$ cat src/rtl/tick_timer_pkg.sv
// Shared constants and types of the reloading down-counter timer.
// Register offsets and control bit positions are decoded by software,
// so they are fixed here and used by every module of the block.
package tick_timer_pkg;

    // Register byte offsets on the register bus
    localparam logic [3:0] OFS_CTRL    = 4'h0;
    localparam logic [3:0] OFS_RELOAD  = 4'h4;
    localparam logic [3:0] OFS_CURRENT = 4'h8;

    // Control register bit positions
    localparam int unsigned CTL_RUN_BIT  = 0;
    localparam int unsigned CTL_IE_BIT   = 1;
    localparam int unsigned CTL_SRC_BIT  = 2;
    localparam int unsigned CTL_FLAG_BIT = 16;

    // Writable control state
    typedef struct packed {
        logic src_core;   // 1: count every core clock, 0: count on ref tick
        logic irq_en;     // allow interrupt pulse on wrap
        logic run;        // counter enabled
    } ctl_t;

endpackage

$ cat src/rtl/tick_timer_src.sv
// Tick source selector.
// Produces the single-cycle count enable from the run bit and the
// source select. Assumes ref_tick is already synchronous to clk and
// at most one cycle wide per reference period.
module tick_timer_src (
    input  logic run,
    input  logic src_core,
    input  logic ref_tick,
    output logic tick
);

    // Pick the active source and gate it with the run bit
    always_comb begin
        tick = run & (src_core | ref_tick);
    end

endmodule

$ cat src/rtl/tick_timer_regs.sv
// Register file and bus decode of the timer.
// Holds the control bits and the reload value, decodes the strobes that
// the counter needs (clear, arm on run rise, flag read-clear) and builds
// the read data. Assumes one-cycle accesses with combinational read data.
module tick_timer_regs
    import tick_timer_pkg::*;
#(
    parameter int unsigned DATA_W = 32,
    parameter int unsigned ADDR_W = 4,
    parameter int unsigned CNT_W  = 24
) (
    input  logic              clk,
    input  logic              rst_n,
    input  logic              bus_sel,
    input  logic              bus_wr,
    input  logic [ADDR_W-1:0] bus_addr,
    input  logic [DATA_W-1:0] bus_wdata,
    output logic [DATA_W-1:0] bus_rdata,
    input  logic [CNT_W-1:0]  cnt_val,
    input  logic              wrap_flag,
    output ctl_t              ctl,
    output logic [CNT_W-1:0]  reload_val,
    output logic              cv_clear,
    output logic              arm_load,
    output logic              flag_rd_clr
);

    localparam int unsigned PAD_W = DATA_W - CNT_W;

    logic hit_ctrl, hit_reload, hit_current;
    logic wr_ctrl, wr_reload;
    logic unused_wdata_hi;

    // Address match for each register
    always_comb begin
        hit_ctrl    = (bus_addr == ADDR_W'(OFS_CTRL));
        hit_reload  = (bus_addr == ADDR_W'(OFS_RELOAD));
        hit_current = (bus_addr == ADDR_W'(OFS_CURRENT));
    end

    // Access strobes handed to the registers and the counter
    always_comb begin
        wr_ctrl     = bus_sel & bus_wr & hit_ctrl;
        wr_reload   = bus_sel & bus_wr & hit_reload;
        cv_clear    = bus_sel & bus_wr & hit_current;
        flag_rd_clr = bus_sel & ~bus_wr & hit_ctrl;
        arm_load    = wr_ctrl & bus_wdata[CTL_RUN_BIT] & ~ctl.run;
    end

    // Control bits: run, interrupt enable, source select
    always_ff @(posedge clk) begin
        if (!rst_n) begin
            ctl <= '0;
        end else if (wr_ctrl) begin
            ctl.run      <= bus_wdata[CTL_RUN_BIT];
            ctl.irq_en   <= bus_wdata[CTL_IE_BIT];
            ctl.src_core <= bus_wdata[CTL_SRC_BIT];
        end
    end

    // Reload value, upper write bits dropped
    always_ff @(posedge clk) begin
        if (!rst_n) begin
            reload_val <= '0;
        end else if (wr_reload) begin
            reload_val <= bus_wdata[CNT_W-1:0];
        end
    end

    // Read data multiplexer, zero outside a read access
    always_comb begin
        bus_rdata = '0;
        if (bus_sel && !bus_wr) begin
            if (hit_ctrl) begin
                bus_rdata[CTL_RUN_BIT]  = ctl.run;
                bus_rdata[CTL_IE_BIT]   = ctl.irq_en;
                bus_rdata[CTL_SRC_BIT]  = ctl.src_core;
                bus_rdata[CTL_FLAG_BIT] = wrap_flag;
            end else if (hit_reload) begin
                bus_rdata = {{PAD_W{1'b0}}, reload_val};
            end else if (hit_current) begin
                bus_rdata = {{PAD_W{1'b0}}, cnt_val};
            end
        end
    end

    // Write bits above the counter width have no destination
    assign unused_wdata_hi = ^bus_wdata[DATA_W-1:CNT_W];

endmodule

$ cat src/rtl/tick_timer_count.sv
// Down-counter, wrap flag and interrupt pulse of the timer.
// A pending-load mark, set by a current-value write or by the run bit
// rising, makes the next tick load the reload value. A tick at count 0
// also loads. Only a tick taking the count from 1 to 0 is a wrap.
// A current-value write outranks a tick in the same cycle.
module tick_timer_count #(
    parameter int unsigned CNT_W = 24
) (
    input  logic             clk,
    input  logic             rst_n,
    input  logic             tick,
    input  logic             cv_clear,
    input  logic             arm_load,
    input  logic             flag_rd_clr,
    input  logic             irq_en,
    input  logic [CNT_W-1:0] reload_val,
    output logic [CNT_W-1:0] cnt_val,
    output logic             wrap_flag,
    output logic             irq
);

    localparam logic [CNT_W-1:0] CNT_ONE = CNT_W'(1);

    logic load_pend;
    logic do_load;
    logic wrap_evt;

    // Decode what the current tick does
    always_comb begin
        do_load  = load_pend | (cnt_val == '0);
        wrap_evt = tick & ~cv_clear & ~load_pend & (cnt_val == CNT_ONE);
    end

    // Count register and pending-load mark
    always_ff @(posedge clk) begin
        if (!rst_n) begin
            cnt_val   <= '0;
            load_pend <= 1'b0;
        end else if (cv_clear) begin
            cnt_val   <= '0;
            load_pend <= 1'b1;
        end else begin
            if (arm_load) begin
                load_pend <= 1'b1;
            end
            if (tick) begin
                if (do_load) begin
                    cnt_val   <= reload_val;
                    load_pend <= 1'b0;
                end else begin
                    cnt_val <= cnt_val - CNT_ONE;
                end
            end
        end
    end

    // Sticky wrap flag: clear on current-value write, set on wrap, read-clear
    always_ff @(posedge clk) begin
        if (!rst_n) begin
            wrap_flag <= 1'b0;
        end else if (cv_clear) begin
            wrap_flag <= 1'b0;
        end else if (wrap_evt) begin
            wrap_flag <= 1'b1;
        end else if (flag_rd_clr) begin
            wrap_flag <= 1'b0;
        end
    end

    // One-cycle interrupt pulse per wrap
    always_ff @(posedge clk) begin
        if (!rst_n) begin
            irq <= 1'b0;
        end else begin
            irq <= wrap_evt & irq_en;
        end
    end

endmodule

$ cat src/rtl/tick_timer.sv
// Top of the reloading down-counter timer.
// Connects the register file, the tick source selector and the counter.
// Assumes a single clock domain and a synchronous active-low reset.
module tick_timer
    import tick_timer_pkg::*;
#(
    parameter int unsigned DATA_W = 32,
    parameter int unsigned ADDR_W = 4,
    parameter int unsigned CNT_W  = 24
) (
    input  logic              clk,
    input  logic              rst_n,
    input  logic              bus_sel,
    input  logic              bus_wr,
    input  logic [ADDR_W-1:0] bus_addr,
    input  logic [DATA_W-1:0] bus_wdata,
    output logic [DATA_W-1:0] bus_rdata,
    input  logic              ref_tick,
    output logic              irq
);

    ctl_t             ctl;
    logic [CNT_W-1:0] reload_val;
    logic [CNT_W-1:0] cnt_val;
    logic             wrap_flag;
    logic             cv_clear;
    logic             arm_load;
    logic             flag_rd_clr;
    logic             tick;
    logic             run_w;
    logic             irq_en_w;

    // Flatten control fields for the submodules and the checker
    always_comb begin
        run_w    = ctl.run;
        irq_en_w = ctl.irq_en;
    end

    tick_timer_regs #(
        .DATA_W (DATA_W),
        .ADDR_W (ADDR_W),
        .CNT_W  (CNT_W)
    ) regs_i (
        .clk         (clk),
        .rst_n       (rst_n),
        .bus_sel     (bus_sel),
        .bus_wr      (bus_wr),
        .bus_addr    (bus_addr),
        .bus_wdata   (bus_wdata),
        .bus_rdata   (bus_rdata),
        .cnt_val     (cnt_val),
        .wrap_flag   (wrap_flag),
        .ctl         (ctl),
        .reload_val  (reload_val),
        .cv_clear    (cv_clear),
        .arm_load    (arm_load),
        .flag_rd_clr (flag_rd_clr)
    );

    tick_timer_src src_i (
        .run      (run_w),
        .src_core (ctl.src_core),
        .ref_tick (ref_tick),
        .tick     (tick)
    );

    tick_timer_count #(
        .CNT_W (CNT_W)
    ) count_i (
        .clk         (clk),
        .rst_n       (rst_n),
        .tick        (tick),
        .cv_clear    (cv_clear),
        .arm_load    (arm_load),
        .flag_rd_clr (flag_rd_clr),
        .irq_en      (irq_en_w),
        .reload_val  (reload_val),
        .cnt_val     (cnt_val),
        .wrap_flag   (wrap_flag),
        .irq         (irq)
    );

endmodule

$ cat config.mk
export PLATFORM = sky130hd
export DESIGN_NAME = tick_timer
export DESIGN_NICKNAME = d
export VERILOG_FILES = /design/src/rtl/tick_timer_pkg.sv /design/src/rtl/tick_timer_src.sv /design/src/rtl/tick_timer_regs.sv /design/src/rtl/tick_timer_count.sv /design/src/rtl/tick_timer.sv
export SDC_FILE = /design/constraint.sdc
export NUM_CORES = 1
export LEC_CHECK = 0
export BUFFER_PORTS_ARGS = -buffer_cell sky130_fd_sc_hd__buf_2
export CORE_UTILIZATION = 40
export DETAILED_ROUTE_END_ITERATION = 7
export GPL_TIMING_DRIVEN = 0
export SYNTH_ARGS = -nofsm -noshare
export SYNTH_HDL_FRONTEND = slang
export SYNTH_SLANG_ARGS = --single-unit
$ cat constraint.sdc
create_clock -name clk -period 3.1 [get_ports clk]
set_input_delay 0.93 -clock clk [delete_from_list [all_inputs] [get_ports clk]]
set_output_delay 0.93 -clock clk [all_outputs]
set_load 0.01 [all_outputs]
==> metrics.md <==
| Metric | Value |
|---|---|
| Netlist cell types | `51` |
| Crit. End Element | `primary output` |
| Synthesized instance count | `between 400 and 500` |
| Primary FF master, synth | `dfxtp_1` |
| Worst-case vdd ir drop | `~0.19 mV` |
| Pwr Total | `0.00128 W` |
| Final worst slack | `-0.0797 ns` |
| RSZ-0062 raised after global routing | `true` |
| Dominant cells by area after synthesis | `dfxtp_1, nand2_1, a21oi_1` |
| Width of the chip | `88.9 µm` |
| Post-synthesis sequential area ratio | `between 30% and 40%` |
| Synth warn | `0` |
| Routed len/inst | `16.0 µm` |
| Share of layout cells above drive strength 1 | `26.0%` |
| Vias/cell | `~5.5` |
| DRT Pass-1 Iters | `5` |
| Clk sinks | `54` |
| Clk slew on worst S/H paths | `approximately 0.090 ns` |
| Cell family contributing the most delay on the critical path | `simple AND/OR/NAND/NOR gates` |
| Startpoint types | `input pin` |
| Rows | `31` |
| F_max | `314 MHz` |
| Remaining global-route overflow | `0` |
| Worst Path Arrival | `between 2 and 2.5 ns` |
| Nets | `roughly 530` |
| Antenna Nets Post-Route | `0` |
| Pwr Density | `between 300 and 400 nW/µm²` |
| Clock skew | `between 0.009 and 0.01 ns` |
| Hold Buf Count CTS | `0` |
| Leakage | `1.51 nW` |
| Pins Over Slew Limit | `0` |
| Clock Tree Root | `clkbuf_8` |
| Commonest non-fill, non-tap cell in the layout | `nand2_1` |
| Synthesized area per cell | `7.53 µm²` |
| CTS tree | `done` |
| Max-cap viol count | `0` |
| Post-synth ARST share | `0%` |
| Critical path type | `input pin to primary output` |
| Synth area leader | `dfxtp_1` |
| Final Critical Period | `between 3 and 4 ns` |
| Max Root-Sink Buffers | `2` |
| Post-DP Area | `about 3500 µm²` |
| Largest net degree at the start of global routing | `16` |
| First-pass GRT wire length | `around 15 mm` |
| Ports | `74` |
| Ant diodes | `0` |
| Max incr delay on CP | `about 0.56 ns` |
| Hpwl dp | `between 6 and 7 mm` |
| Die area | `7900 µm²` |
| Slew @ Worst Pin | `approximately 0.77 ns` |
| Yosys top cell area share | `35.8%` |
| Worst-Skew Late Latency | `0.31 ns` |
| Final setup fails | `24` |
| Run status | `finished with violations` |
| Initial antenna violation count | `0` |
| Violated checks | `setup timing` |
| Commonest cells after routing, fill and taps aside | `nand2_1, dfxtp_1, buf_2, a21oi_1, nor2_1` |
| DR DRC count | `0` |
| Post-synth EDFFs | `0` |
| Via count | `around 3,200` |
| Die height | `around 89 µm` |
| Initial core utilization | `between 40% and 50%` |
| Final hold vios | `0` |
| CP Data Required Time | `around 2.2 ns` |
| Number of global-route vias before repair | `around 2,900` |
| Worst-path fanout max | `5` |
| Slew HR | `48.5%` |
| RePlAce Congestion | `0.898` |
| Number of synthesized register bits | `54` |
| Top cell by count, worst path | `buf_6` |
| Slowest CP cell | `or4_4` |
| Worst-path cell chain | `buf_8 > or4_4 > nand3b_1 > buf_6 > clkbuf_16 > nor2_4 > buf_6` |
| HP Class | `register to register` |
| Period utilisation layout | `103%` |
| CTS Buf Count | `5` |
| Core area | `about 7300 µm²` |
| Layout overhead on the synthesized area | `29.1%` |
| DR iter-0 viols | `~200` |
| H-tree levels | `2` |
| DRT Wirelength | `slightly above 9 mm` |
| Mapped cell area | `between 3000 and 4000 µm²` |
| CP bufs+invs | `4` |
| GRT Total Usage | `between 20% and 30%` |
| Fin area | `between 3000 and 4000 µm²` |
| Port Buffer Count | `57` |
## final timing paths
path                                             from                     to  slack (ns)  cells after the start
worst max-delay path                      bus_addr[0]          bus_rdata[17]       -0.08                      7
worst min-delay path            regs_i.reload_val[19]  regs_i.reload_val[19]        0.47                      2
worst max register to register     count_i.cnt_val[0]    count_i.cnt_val[13]        0.44                      8
worst min register to register  regs_i.reload_val[19]  regs_i.reload_val[19]        0.47                      2
## per-stage QoR
| stage | hold WS [ns] | util, % | cells | TNS [ns] | setup WS (ns) |
|---|---|---|---|---|---|
| CTS | 0.478 | 50.5 | 579 | -0.197 | -0.0228 |
| detailed placement | 0.464 | 47.4 | 564 | -10.95 | -0.507 |
| global placement | 0.457 | 47.4 | 564 | -10.78 | -0.497 |
| global route | 0.497 | 53.4 | 584 | -2.18 | -0.110 |
| floorplan | 0.422 | - | 408 | 0 | 0.00756 |
| finish | 0.473 | 53.4 | 584 | -1.34 | -0.0797 |
## timing repair
action                                  CTS  global route
gates resized for setup                  26            43
gates cloned                              1             1
endpoints found under the setup margin   24            24
pin swaps                                 6            17
setup buffers                             7             4
## registers in the layout (all words and copies together), names as in the netlist
signal and count:
count_i.load_pend 1, count_i.cnt_val 24, regs_i.reload_val 24, count_i.wrap_flag 1
regs_i.ctl 3, count_i.irq 1
## Yosys cell counts (all sizes together) (6+ instances only)
master and number:
a22oi 25, o21ai 18, nand3 9, xnor2 8, nor3 17, nand4 7, buf 14, dfxtp 54
nor4 10, nand2 69, nor2 39, clkbuf 19, a211oi 7, and3 7, a21oi 41, inv 6
## layer usage
metal	routed length [µm]	vias to the layer above	global-route usage, %
met1	4310	1499	34.4
met4	95	0	6.30
met3	524	11	3.36
met5	0	-	0
met2	4400	103	40.6
li1	-	1603	-
## power breakdown
part,switching [W],internal [W],leakage [nW]
Sequential,0.00000492,0.000698,0.435
Combinational,0.0000920,0.0000682,1.03
Clock,0.000238,0.000181,0.0482
Total,0.000335,0.000947,1.51
## worst min-delay path, cell delays in order, from the launching register on
cell     delay, ns
dfxtp_1       0.33
nand2_1       0.05
a21oi_1       0.05
## cells by family (layout without fill, tap and decap cells)
group / Yosys count / count (layout) / synth area share (%)
XOR/XNOR: 10 / 10 / 2.90
adder cells (fa/ha/maj): 3 / 3 / 1.24
other: 1 / 8 / 0.124
AO/OA/AOI/OAI: 111 / 111 / 23.1
buffers and inverters: 39 / 116 / 6.38
AND/OR/NAND/NOR: 179 / 179 / 29.1
multiplexers: 4 / 4 / 1.33
flip-flops: 54 / 54 / 35.8
## layout make-up
| type | count | area (µm²) |
|---|---|---|
| plain buffers | 32 | 211 |
| multi-input cells | 315 | 1890 |
| well taps | 99 | 124 |
| flip-flops and latches | 54 | 1080 |
| clock inverters | 1 | 5.00 |
| repair buffers | 70 | 480 |
| fillers | 777 | 3400 |
| clock buffers | 7 | 86.3 |
| inverters | 6 | 22.5 |
(Power assumes the default switching activity.)
